<file path="src/rtl/kpd_pkg.sv">
package kpd_pkg;
   localparam int CODE_W   = 3;
   localparam int MAX_EXP  = 1 << CODE_W;
   localparam int AUTO_BIT = CODE_W;

   localparam logic [1:0] ADDR_CTRL = 2'd0;
   localparam logic [1:0] ADDR_MASK = 2'd1;
   localparam logic [1:0] ADDR_STAT = 2'd2;
   localparam logic [1:0] ADDR_PEND = 2'd3;

   typedef enum logic {ST_IDLE = 1'b0, ST_SETTLE = 1'b1} settle_state_e;
endpackage

</file>
<file path="src/rtl/kpd_col_scanner.sv">
module kpd_col_scanner #(
   parameter int NUM_ROWS       = 4,
   parameter int NUM_COLS       = 4,
   parameter bit ROW_ACTIVE_LOW = 1'b1,
   localparam int KEYS          = NUM_ROWS * NUM_COLS,
   localparam int IDX_W         = (NUM_COLS > 1) ? $clog2(NUM_COLS) : 1
) (
   input  logic                clk,
   input  logic                rst_n,
   input  logic [NUM_ROWS-1:0] row_sense,
   output logic [NUM_COLS-1:0] col_n,
   output logic [KEYS-1:0]     frame,
   output logic                frame_vld
);
   localparam logic [IDX_W-1:0] LAST_COL = IDX_W'(NUM_COLS - 1);

   logic [IDX_W-1:0]    col_idx;
   logic [KEYS-1:0]     acc_q;
   logic [KEYS-1:0]     acc_next;
   logic [NUM_ROWS-1:0] row_hit;

   generate
      if (ROW_ACTIVE_LOW) begin : g_pol_low
         assign row_hit = ~row_sense;
      end else begin : g_pol_high
         assign row_hit = row_sense;
      end
   endgenerate

   generate
      for (genvar c = 0; c < NUM_COLS; c++) begin : g_col
         assign col_n[c] = (col_idx != IDX_W'(c));
      end
   endgenerate

   always_comb begin
      acc_next = acc_q;
      acc_next[int'(col_idx) * NUM_ROWS +: NUM_ROWS] = row_hit;
   end

   always_ff @(posedge clk or negedge rst_n) begin
      if (!rst_n) begin
         col_idx   <= '0;
         acc_q     <= '0;
         frame     <= '0;
         frame_vld <= 1'b0;
      end else begin
         acc_q     <= acc_next;
         frame_vld <= (col_idx == LAST_COL);
         if (col_idx == LAST_COL) begin
            frame   <= acc_next;
            col_idx <= '0;
         end else begin
            col_idx <= col_idx + 1'b1;
         end
      end
   end
endmodule

</file>
<file path="src/rtl/kpd_stability_timer.sv">
module kpd_stability_timer
   import kpd_pkg::*;
#(
   parameter int KEYS = 16,
   localparam int CNT_W = MAX_EXP + 1
) (
   input  logic              clk,
   input  logic              rst_n,
   input  logic [KEYS-1:0]   frame,
   input  logic              frame_vld,
   input  logic [CODE_W-1:0] code,
   input  logic              auto_mode,
   input  logic              host_start,
   output logic              running,
   output logic              done,
   output logic              host_evt,
   output logic [KEYS-1:0]   deb_keys
);
   settle_state_e    state_q;
   logic [KEYS-1:0]  ref_q;
   logic [CNT_W-1:0] cnt_q;
   logic [CNT_W-1:0] cnt_inc;
   logic [CNT_W-1:0] period;
   logic             changed;
   logic             start;
   logic             same;

   assign running  = (state_q == ST_SETTLE);
   assign changed  = frame_vld && (frame != deb_keys);
   assign period   = CNT_W'(1) << ({1'b0, code} + 4'd1);
   assign cnt_inc  = cnt_q + 1'b1;
   assign same     = (frame == ref_q);
   assign start    = !running && ((auto_mode && changed) || host_start);
   assign host_evt = !running && !auto_mode && changed;
   assign done     = running && frame_vld && same && (cnt_inc == period);

   always_ff @(posedge clk or negedge rst_n) begin
      if (!rst_n) begin
         state_q  <= ST_IDLE;
         ref_q    <= '0;
         cnt_q    <= '0;
         deb_keys <= '0;
      end else if (start) begin
         state_q <= ST_SETTLE;
         ref_q   <= frame;
         cnt_q   <= '0;
      end else if (running && frame_vld) begin
         if (!same) begin
            ref_q <= frame;
            cnt_q <= '0;
         end else if (done) begin
            state_q  <= ST_IDLE;
            deb_keys <= frame;
         end else begin
            cnt_q <= cnt_inc;
         end
      end
   end
endmodule

</file>
<file path="src/rtl/kpd_regfile.sv">
module kpd_regfile
   import kpd_pkg::*;
#(
   parameter int KEYS   = 16,
   parameter int DATA_W = 16
) (
   input  logic              clk,
   input  logic              rst_n,
   input  logic              reg_wr,
   input  logic              reg_rd,
   input  logic [1:0]        reg_addr,
   input  logic [DATA_W-1:0] reg_wdata,
   output logic [DATA_W-1:0] reg_rdata,
   output logic [CODE_W-1:0] code,
   output logic              auto_mode,
   output logic              host_start,
   input  logic              done,
   input  logic [KEYS-1:0]   done_keys,
   input  logic              host_evt,
   input  logic [KEYS-1:0]   deb_keys,
   output logic [KEYS-1:0]   pending,
   output logic              key_irq_n
);
   logic [KEYS-1:0] mask_q;
   logic            irq_q;
   logic            wr_ctrl;
   logic            pend_rd;

   assign wr_ctrl    = reg_wr && (reg_addr == ADDR_CTRL);
   assign pend_rd    = reg_rd && (reg_addr == ADDR_PEND);
   assign host_start = wr_ctrl && !reg_wdata[AUTO_BIT];
   assign key_irq_n  = !irq_q;

   always_ff @(posedge clk or negedge rst_n) begin
      if (!rst_n) begin
         code      <= '0;
         auto_mode <= 1'b0;
         mask_q    <= '0;
         pending   <= '0;
         irq_q     <= 1'b0;
      end else begin
         if (wr_ctrl) begin
            code      <= reg_wdata[CODE_W-1:0];
            auto_mode <= reg_wdata[AUTO_BIT];
         end
         if (reg_wr && (reg_addr == ADDR_MASK)) begin
            mask_q <= reg_wdata[KEYS-1:0];
         end
         pending <= (pend_rd ? '0 : pending) | (done ? done_keys : '0);
         irq_q   <= (pend_rd ? 1'b0 : irq_q) | (done && (|done_keys)) | host_evt;
      end
   end

   always_comb begin
      reg_rdata = '0;
      case (reg_addr)
         ADDR_CTRL: reg_rdata[AUTO_BIT:0] = {auto_mode, code};
         ADDR_MASK: reg_rdata[KEYS-1:0]   = mask_q;
         ADDR_STAT: reg_rdata[KEYS-1:0]   = deb_keys & ~mask_q;
         default:   reg_rdata[KEYS-1:0]   = pending;
      endcase
   end
endmodule

</file>
<file path="src/rtl/keypad_debouncer.sv">
module keypad_debouncer
   import kpd_pkg::*;
#(
   parameter int NUM_ROWS = 4,
   parameter int NUM_COLS = 4,
   parameter int DATA_W   = 16,
   localparam int KEYS    = NUM_ROWS * NUM_COLS
) (
   input  logic                clk,
   input  logic                rst_n,
   output logic [NUM_COLS-1:0] col_n,
   input  logic [NUM_ROWS-1:0] rows_n,
   input  logic                reg_wr,
   input  logic                reg_rd,
   input  logic [1:0]          reg_addr,
   input  logic [DATA_W-1:0]   reg_wdata,
   output logic [DATA_W-1:0]   reg_rdata,
   output logic                key_irq_n
);
   generate
      if (NUM_COLS < 2) begin : g_bad_cols
         $error("keypad_debouncer: NUM_COLS must be at least 2");
      end
      if (NUM_ROWS < 1) begin : g_bad_rows
         $error("keypad_debouncer: NUM_ROWS must be at least 1");
      end
      if (DATA_W < KEYS || DATA_W < AUTO_BIT + 1) begin : g_bad_data
         $error("keypad_debouncer: DATA_W too narrow for the key vector");
      end
   endgenerate

   logic [KEYS-1:0]   frame;
   logic              frame_vld;
   logic [CODE_W-1:0] code;
   logic              auto_mode;
   logic              host_start;
   logic              running;
   logic              done;
   logic              host_evt;
   logic [KEYS-1:0]   deb_keys;
   logic [KEYS-1:0]   pending;

   kpd_col_scanner #(
      .NUM_ROWS      (NUM_ROWS),
      .NUM_COLS      (NUM_COLS),
      .ROW_ACTIVE_LOW(1'b1)
   ) u_scan (
      .clk      (clk),
      .rst_n    (rst_n),
      .row_sense(rows_n),
      .col_n    (col_n),
      .frame    (frame),
      .frame_vld(frame_vld)
   );

   kpd_stability_timer #(
      .KEYS(KEYS)
   ) u_timer (
      .clk       (clk),
      .rst_n     (rst_n),
      .frame     (frame),
      .frame_vld (frame_vld),
      .code      (code),
      .auto_mode (auto_mode),
      .host_start(host_start),
      .running   (running),
      .done      (done),
      .host_evt  (host_evt),
      .deb_keys  (deb_keys)
   );

   kpd_regfile #(
      .KEYS  (KEYS),
      .DATA_W(DATA_W)
   ) u_regs (
      .clk       (clk),
      .rst_n     (rst_n),
      .reg_wr    (reg_wr),
      .reg_rd    (reg_rd),
      .reg_addr  (reg_addr),
      .reg_wdata (reg_wdata),
      .reg_rdata (reg_rdata),
      .code      (code),
      .auto_mode (auto_mode),
      .host_start(host_start),
      .done      (done),
      .done_keys (frame),
      .host_evt  (host_evt),
      .deb_keys  (deb_keys),
      .pending   (pending),
      .key_irq_n (key_irq_n)
   );
endmodule

</file>
<file path="config.mk">
export PLATFORM = sky130hd
export DESIGN_NAME = keypad_debouncer
export DESIGN_NICKNAME = d
export VERILOG_FILES = /design/src/rtl/kpd_pkg.sv /design/src/rtl/kpd_col_scanner.sv /design/src/rtl/kpd_stability_timer.sv /design/src/rtl/kpd_regfile.sv /design/src/rtl/keypad_debouncer.sv
export SDC_FILE = /design/constraint.sdc
export NUM_CORES = 1
export LEC_CHECK = 0
export ABC_AREA = 1
export CORE_UTILIZATION = 57
export CTS_BUF_LIST = sky130_fd_sc_hd__clkbuf_8 sky130_fd_sc_hd__clkbuf_16
export DETAILED_ROUTE_END_ITERATION = 6
export DONT_BUFFER_PORTS = 1
export PLACE_DENSITY = 0.73
export SLEW_MARGIN = 10
export SYNTH_ARGS = -nofsm -noshare
export SYNTH_HDL_FRONTEND = slang
export SYNTH_SLANG_ARGS = --single-unit
</file>
<file path="constraint.sdc">
create_clock -name clk -period 1.8 [get_ports clk]
set_input_delay 0.09 -clock clk [delete_from_list [all_inputs] [get_ports clk]]
set_output_delay 0.09 -clock clk [all_outputs]
set_load 0.01 [all_outputs]
</file>
After elaboration in Yosys (flattened, before gate mapping). Index checks and enable logic that the tools add are counted.

Bits of input ports: 26. Logic and storage cells: 85. RAM bits: 0. Memories: 0. Output and inout bits: 21. Bits in read-only memories: 0. Register bits: 114. Bits in latches: 0.

Muxes and demuxes: 18. Divide/modulo/power cells: 0. Multipliers: 0. Equality and inequality tests: 12. Shifts and indexed selects: 3. Reductions and logical operators: 28. Magnitude comparators: 0. Add/subtract/negate cells: 4. Bitwise logic cells: 7.

Operators by type and width (number): $mux W16 (5); $mux W9 (4); $pmux W12 S3 (1); $neg A4 Y33 (1); $shift A4 B33 Y16 const A (1); $shiftx A4 B33 Y16 (1); $and A16 B16 Y16 (1); $bwmux W16 (1); $eq A16 B16 Y1 (1); $ne A16 B16 Y1 (1); $not A16 Y16 (1); $or A16 B16 Y16 (1); $reduce_or A16 Y1 (1); $logic_and A1 B1 Y1 (13); $pmux W4 S3 (1); $add A9 B1 Y9 const B (1); $eq A9 B9 Y1 (1); $shl A1 B4 Y9 const A (1); $reduce_bool A2 Y1 (4); $eq A2 B2 Y1 const B (3); $mux W1 (5); $add A3 B1 Y4 const B (1); $logic_not A1 Y1 (4); $ne A2 B1 Y1 const B (2); other kinds (13) (16).

Logic depth before layout (Yosys ltp). Gate-level depths: netlist (run 1).

Word-level depth: 8. Gate-level depth with buffers: 15. Mapped depth without buffers: 14.

Cells and area by module. From an unflattened synthesis (run 1), not the netlist that was laid out.

Cell total of the unflattened synthesis: 855. Area, all modules: 6407.4 um^2.

By module, submodules not included: kpd_stability_timer (times used 1, cells an instance 457, sequential area each 1051.0 um^2, area each 3000.4 um^2); kpd_regfile (times used 1, cells an instance 225, sequential area each 925.9 um^2, area each 1886.8 um^2); kpd_col_scanner (times used 1, cells an instance 173, sequential area each 875.8 um^2, area each 1520.2 um^2).

Worst setup path after synthesis (run 1). OpenSTA, ideal clock, no wires.

Kind: register to register. From: register u_timer.cnt_q[0]. To: register u_timer.deb_keys[4]. Period minus slack after synthesis: 1788 ps. Data required time: 1674 ps. Path slack: 12 ps. Buffers on the path: 1. Library setup time: 126 ps. Arrival: 1661 ps. Stages on the path, launching flop included: 14. Cells stage by stage: dfrtp_1 ha_1 nand2_2 nor2_4 inv_1 nand2_1 xnor2_1 nor2_1 and2_1 nand2_2 inv_4 buf_6 nand2_1 o21ai_0.

Word-level cells in the longest chain between the ends: 4.

RTL lines: start: declaration (RTL line kpd_stability_timer.sv:21) `logic [CNT_W-1:0] cnt_q;`; start signal: assignment (RTL line kpd_stability_timer.sv:55) `cnt_q <= cnt_inc;`; $add A9 B1 Y9 (RTL line kpd_stability_timer.sv:31) `assign cnt_inc = cnt_q + 1'b1;`; $eq A9 B9 Y1 (RTL line kpd_stability_timer.sv:35) `assign done = running && frame_vld && same && (cnt_inc == period);`; $logic_and A1 B1 Y1 (RTL line kpd_stability_timer.sv:35); $reduce_and A4 Y1 (no line); end signal: assignment (RTL line kpd_stability_timer.sv:53) `deb_keys <= frame;`; end: declaration (RTL line kpd_stability_timer.sv:17) `output logic [KEYS-1:0] deb_keys`.

No other way between the ends. A chain may end at the register's enable or synchronous reset.

Worst setup path after layout (run 1).
From: register u_timer.cnt_q[1]. To: register u_timer.deb_keys[7].

The elaborated chain is that of the path after synthesis.

==> metrics.txt, run 1 <==
outcome complete, but fails checks; failing checks negative hold slack, negative setup slack; layout cells sized above 1 0.206; CP required 2.24 ns; IO Port Bufs 0; max-cap viol count 0; relative max-transition margin 0.528; RR Startpoint u_timer.cnt_q[1]; H-tree depth 4; worst r2r dst u_timer.deb_keys[7]; IO Pins 47; hpwl dp 10.0 mm; FF+latch count, synth 114; Seq pwr share 0.412; RSZ-0062 raised after global routing true; # hold bufs at CTS 25; Mapped Area 5790 µm²; total track usage 0.325; Highest Clock Rate 515 MHz; Starting Density 0.590; Setup CP Type reg -> reg; R2R depth 15; slowest CP cell dfrtp_1; Fin Clk Skew 0.00985 ns; Avg Inst Size Synth 7.83 µm²; reg-to-reg setup timing slack -0.14 ns; area grow syn2layout 30.2%; Synth area leader dfrtp_1; dpl cells 921; clock sink count 114; Post-DRT Antenna Nets 0; Power Total 6.82 mW; initial antenna violation count 0; Die Height 103 µm; Vias 5,428; sw frac 0.233; NetSw 1.59 mW; end of the critical path u_timer.deb_keys[7]; Hold Fails Final Rpt 115; final worst setup slack -0.142 ns; Syn Nets 772; VDD IR max 0.000620 V; Final period util 1.08; worst hold path type in -> async; number of CTS-inserted buffers 17; Clock Tree Buf Depth 2; Seq/Total Area, Yosys 0.493; post-synth cell types 36; largest net degree at the start of global routing 115; number of global-route vias before repair 5,321; later-pin clock latency in the skew report 0.52 ns; DR DRC count 0; critical path's largest stage delay 0.39 ns; Root Buffer clkbuf_8; Gate power share 0.089; crit-path max FO 5; setup violators final 43; Die X 103 µm; Clock Power Share 0.499; PwrDens 905 nW/µm²; main area contributors after synthesis dfrtp_1 (49%), nand2_1 (20%), inv_1 (5.3%), o21ai_0 (3.5%), nor2_1 (2.7%); crit path DAT 2.38 ns; WL final 15.8 mm; yosys warns 0; first-pass GRT wire length 25.6 mm; DR vias/cell 5.53; row cnt 36; drt first pass iters 5; crit-path cells ha_4 -> nand2_4 -> nor2_4 -> nand2_2 -> nand2_2 -> nand2_1 -> nand2_1 -> nand2_2 -> nor2_2 -> and2_4 -> nand2_4 -> buf_12 -> inv_6 -> nand2_1 -> o21ai_0; Worst Setup Slack post-DPL -0.183 ns; Detailed Route Iter0 Violations 414; Hold Worst Slack -0.734 ns; Crit. End Element flip-flop; DIE AREA 10,600 µm²; Mapped Cells 739; core area 9820 µm²; leak pwr 3.81 nW; final instance count without filler cells 981; net count reported at finish 870; GP Congestion 0.839; CP startpoint u_timer.cnt_q[1]; internal power 5.23 mW; Final Slew Violations 0; Yosys top cell area share 0.493; actual slew at the worst max-slew pin 0.699 ns; Tmin final 1.94 ns; number of diodes 0; GR Overflow Total 0; WL/cell 16.1 µm; Critical Path Start Type flip-flop; CTS tree yes; clock transition at the registers of the reported paths 0.05 ns
[critical path, delay by kind of cell, from the launching register on]
| family | cells | cell delay, ns |
|---|---|---|
| AND/OR/NAND/NOR | 11 | 0.95 |
| flip-flops | 1 | 0.39 |
| buffers and inverters | 2 | 0.25 |
| adder cells (fa/ha/maj) | 1 | 0.18 |
| AO/OA/AOI/OAI | 1 | 0.07 |
[registers in the layout, indices dropped and copies added (netlist names)]
name and count:
u_scan.frame 16, u_regs.auto_mode 1, u_timer.running 1, u_regs.irq_q 1
u_scan.frame_vld 1, u_scan.acc_q 16, u_timer.ref_q 16, u_timer.cnt_q 9
u_scan.col_idx 2, u_regs.mask_q 16, u_timer.deb_keys 16, u_regs.code 3
u_regs.pending 16
[routing by layer]
metal	vias up	part of all wire	GRT usage
met5	-	0	0
li1	2581	-	-
met4	0	0.024	0.133
met2	233	0.48	0.520
met1	2576	0.42	0.434
met3	38	0.075	0.0698
[worst min path at each step]
stage	startpoint	end	depth (start not counted)
floorplan	rst_n	u_regs.auto_mode	0
global placement	rst_n	u_scan.acc_q[11]	0
detailed placement	rst_n	u_scan.acc_q[10]	0
CTS	rst_n	u_scan.acc_q[11]	0
global route	rst_n	u_scan.acc_q[10]	0
finish	rst_n	u_scan.acc_q[10]	0
[logic make-up after synthesis]
group                      share of synthesized area
adders and majority gates                     0.0151
buffers and inverters                         0.0767
DFF                                            0.493
muxes                                         0.0253
and+or+nand+nor                                0.276
xor gates and xnor gates                     0.00756
AOI/OAI and AO/OA                              0.107
[power by group through the flow]
stage                     combinational [mW]  clock, mW  sequential (mW)
after floorplan                        0.318          0             2.83
after global placement                 0.504          0             2.84
after detailed placement               0.521          0             2.85
after CTS                              0.582       3.42             2.81
after global routing                   0.661       3.54             2.83
final                                  0.604       3.40             2.81
[area by class of cell]
class | instances | area, µm²
well taps | 133 | 166
flip-flops and latches | 114 | 2850
multi-input cells | 517 | 2710
clock inverters | 9 | 130
repair buffers | 96 | 822
repair inverters | 3 | 45.0
fillers | 703 | 2280
inverters | 88 | 343
clock buffers | 21 | 469
[metrics by stage]
step                hold WS (ns)  area [µm²]  setup TNS, ns  utilization
detailed placement        -0.203        6380          -6.32        0.650
global placement          -0.202        6380          -5.82        0.650
CTS                       -0.750        7350          -4.60        0.748
floorplan                 -0.206        5790              0            -
global route              -0.757        7540         -11.22        0.768
finish                    -0.734        7540          -4.32        0.768
[what timing repair did]
action / CTS / global route
buffers inserted: 1 / 1
endpoints found under the hold margin: 165 / 114
resized for setup: 24 / 52
endpoints found under the setup margin: 59 / 61
cloned: 3 / 1
pin swaps: 0 / 18
[placed cells by master (no fill, tap or decap), drive strengths merged, types with 3 or more instances in the layout]
cell type / Yosys / routed
nand2: 306 / 306
dfrtp: 114 / 114
inv: 86 / 89
buf: 9 / 72
o21ai: 45 / 46
nor2: 45 / 45
dlygate4sd3: 0 / 24
clkbuf: 12 / 21
o211ai: 20 / 20
nand4: 13 / 13
mux2: 13 / 13
o311ai: 12 / 12
nand3: 11 / 11
a21oi: 9 / 9
o22ai: 8 / 8
nor3: 7 / 7
ha: 7 / 7
clkinv: 2 / 7
nand3b: 5 / 5
nor4: 4 / 4
o31ai: 4 / 4
xor2: 4 / 4
bufinv: 0 / 3
[cells in the mapped netlist]
master    instances
nor2_4            1
inv_4             1
mux2_2           13
clkinv_1          2
a21oi_1           9
and2_1            1
xor2_1            4
o21ai_0          41
o211ai_1         20
buf_4             1
xnor2_1           1
nand2_1         301
buf_2             5
o311ai_0         12
nor4_1            4
o21ai_2           1
nand4_1          13
nor2_1           42
o31ai_1           4
inv_1            81
nor3_2            1
nand3_2           1
nand3_1          10
dfrtp_1         114
ha_1              7
o21ai_1           3
clkbuf_1         12
inv_2             4
o22ai_1           8
nand2_2           4
nand2_4           1
nor2_2            2
o21bai_1          1
buf_6             3
nand3b_1          5
nor3_1            6
Power figures use the tool's default switching activity.
==> run 2: changes to the inputs <==
--- a/config.mk
+++ b/config.mk
@@ -11,6 +11,7 @@
 export DETAILED_ROUTE_END_ITERATION = 6
 export DONT_BUFFER_PORTS = 1
 export PLACE_DENSITY = 0.73
+export REMOVE_ABC_BUFFERS = 1
 export SLEW_MARGIN = 10
 export SYNTH_ARGS = -nofsm -noshare
 export SYNTH_HDL_FRONTEND = slang
==> run 2 against run 1 <==
Compared with the run above:
- the run still ends with negative hold slack, negative setup slack left
- fmax fell by 1.6%
- combinational power rose by 1%
- first-iteration DRC count fell by 7.7%
- register-to-register slack got worse by 0.03 ns
- sequential cell count did not move
- clock-buffer cell count fell by 2
- core utilization rose by 1.3 points
- hold slack got worse by 0.022 ns
- highest routed layer unchanged
==> metrics.txt, run 2 (synthesized netlist as in run 1, its figures left out) <==
outcome complete, but fails checks (unchanged); failing checks negative hold slack, negative setup slack (unchanged); GR Overflow Total 0 (unchanged); layout cells sized above 1 0.208 (was 0.206); PwrDens 919 nW/µm² (was 905 nW/µm²); Vias 5,504 (was 5,428); Starting Density 0.590 (unchanged); area grow syn2layout 32.4% (was 30.2%); final worst setup slack -0.174 ns (was -0.142 ns); most common cell after layout, fill and taps aside nand2_1 (unchanged); Clock Power Share 0.513 (was 0.499); number of diodes 0 (unchanged); Highest Clock Rate 507 MHz (was 515 MHz); number of global-route vias before repair 5,139 (was 5,321); IO Port Bufs 0 (unchanged); drt first pass iters 5 (unchanged); hpwl dp 9.84 mm (was 10.0 mm); Clock Tree Buf Depth 2 (unchanged); Die Height 103 µm (unchanged); initial antenna violation count 0 (unchanged); WL final 16.3 mm (was 15.8 mm); Final Util 0.780 (was 0.768); # hold bufs at CTS 27 (was 25); actual slew at the worst max-slew pin 0.576 ns (was 0.699 ns); RSZ-0062 raised after global routing true (unchanged); Tmin final 1.97 ns (was 1.94 ns); GP Congestion 0.888 (was 0.839); WL/cell 16.4 µm (was 16.1 µm); crit-path max FO 13 (was 5); sw frac 0.226 (was 0.233); clock transition at the registers of the reported paths 0.06 ns (was 0.05 ns); row cnt 36 (unchanged); Root Buffer clkbuf_8 (unchanged); Hold Fails Final Rpt 114 (was 115); Setup CP Type reg -> reg (unchanged); net count reported at finish 882 (was 870); internal power 5.45 mW (was 5.23 mW); Die X 103 µm (unchanged); Fin Setup TNS -4.59 ns (was -4.32 ns); Crit. End Element flip-flop (unchanged); DR DRC count 0 (unchanged); Gate power share 0.087 (was 0.089); Final period util 1.10 (was 1.08); Fin Clk Skew 0.00534 ns (was 0.00985 ns); worst hold path type in -> async (unchanged); Detailed Route Iter0 Violations 382 (was 414); core area 9820 µm² (unchanged); Post-DRT Antenna Nets 0 (unchanged); crit path DAT 2.37 ns (was 2.38 ns); setup violators final 51 (was 43); largest net degree at the start of global routing 115 (unchanged); Critical Path Start Type flip-flop (unchanged); number of CTS-inserted buffers 17 (unchanged); Final Slew Violations 0 (unchanged); Hold Worst Slack -0.755 ns (was -0.734 ns); Seq pwr share 0.400 (was 0.412); leak pwr 3.79 nW (was 3.81 nW); first-pass GRT wire length 24.8 mm (was 25.6 mm); DR vias/cell 5.53 (about the same); VDD IR max 0.000701 V (was 0.000620 V); H-tree depth 4 (unchanged); DIE AREA 10,600 µm² (unchanged); most frequent cells in the layout nand2_1 (286), dfrtp_1 (110), inv_1 (80) (was nand2_1 (275), dfrtp_1 (114), inv_1 (80)); relative max-transition margin 0.616 (was 0.528); CP required 2.20 ns (was 2.24 ns); max-cap viol count 0 (unchanged); NetSw 1.59 mW (about the same); later-pin clock latency in the skew report 0.54 ns (was 0.52 ns); total track usage 0.319 (was 0.325); CTS tree yes (unchanged); IO Pins 47 (unchanged); clock sink count 114 (unchanged)
[run 2: changes by cell type in the layout (fill, tap and decap cells not counted), sizes merged]
cell         delta
dlygate4sd3     +3
buf            +10
clkinv          -2
bufinv          +2
clkinvlp        +1
[run 2: per-stage QoR]
step	power, mW	area, µm²	hold slack, ns	setup WS (ns)	cells
2_1_floorplan	3.14	5680	-0.206	-0.0943	718
3_3_place_gp	3.33	6430	-0.201	-0.0830	926
3_5_place_dp	3.36	6430	-0.203	-0.131	926
4_1_cts	7.02	7490	-0.768	-0.103	991
5_1_grt	7.23	7660	-0.766	-0.317	995
6_report	7.04	7660	-0.755	-0.174	995
[run 2: layer usage]
| metal | track usage | routed length (µm) | part of all wire | vias to the layer above |
|---|---|---|---|---|
| met1 | 0.410 | 6760 | 0.42 | 2649 |
| li1 | - | - | - | 2590 |
| met2 | 0.530 | 8010 | 0.49 | 229 |
| met4 | 0.126 | 337 | 0.021 | 0 |
| met5 | 0 | 0 | 0 | - |
| met3 | 0.0678 | 1160 | 0.071 | 36 |
[run 2: power groups by stage]
stage / Sequential, mW / Clock [mW] / Combinational (mW)
final: 2.82 / 3.61 / 0.610
after detailed placement: 2.85 / 0 / 0.507
after floorplan: 2.83 / 0 / 0.307
after global placement: 2.84 / 0 / 0.494
after global routing: 2.83 / 3.73 / 0.667
after CTS: 2.81 / 3.64 / 0.575
[run 2: worst max-delay path, cell delays in order (launching register included)]
cell and delay, ns:
dfrtp_1 0.37, ha_2 0.20, nand2_2 0.07, nor2_4 0.13, nand3b_1 0.14, nand3_1 0.11, nand2_1 0.05, nor2_1 0.09
and2_1 0.15, nand2_2 0.08, inv_4 0.13, clkbuf_16 0.19, o21ai_0 0.11
[run 2: worst paths after layout]
kind	startpoint	to	slack, ns	cells after the start
worst max-delay path	u_timer.cnt_q[1]	u_timer.running	-0.17	12
worst min-delay path	rst_n	u_scan.acc_q[11]	-0.76	0
worst max register to register	u_timer.cnt_q[1]	u_timer.running	-0.17	12
worst min register to register	u_regs.pending[12]	u_regs.pending[12]	0.48	2
max in group asynchronous	rst_n	u_timer.deb_keys[10]	2.36	0
min in group clk	reg_wr	u_regs.mask_q[0]	0.01	4
[run 2: repair_timing]
action | CTS | global route
pin swaps | 6 | 15
hold endpoints to repair | 181 | 114
setup buffers | 4 | 3
gates cloned | 2 | 2
resized for setup | 25 | 35
setup endpoints to repair | 59 | 66
[run 2: cell type report]
type | count | area (µm²)
clock buffer | 19 | 442
clock inverter | 13 | 191
fill | 684 | 2160
inverter | 88 | 333
multi-input combinational | 517 | 2650
sequential | 114 | 2860
tap | 133 | 166
timing repair buffer | 111 | 1020
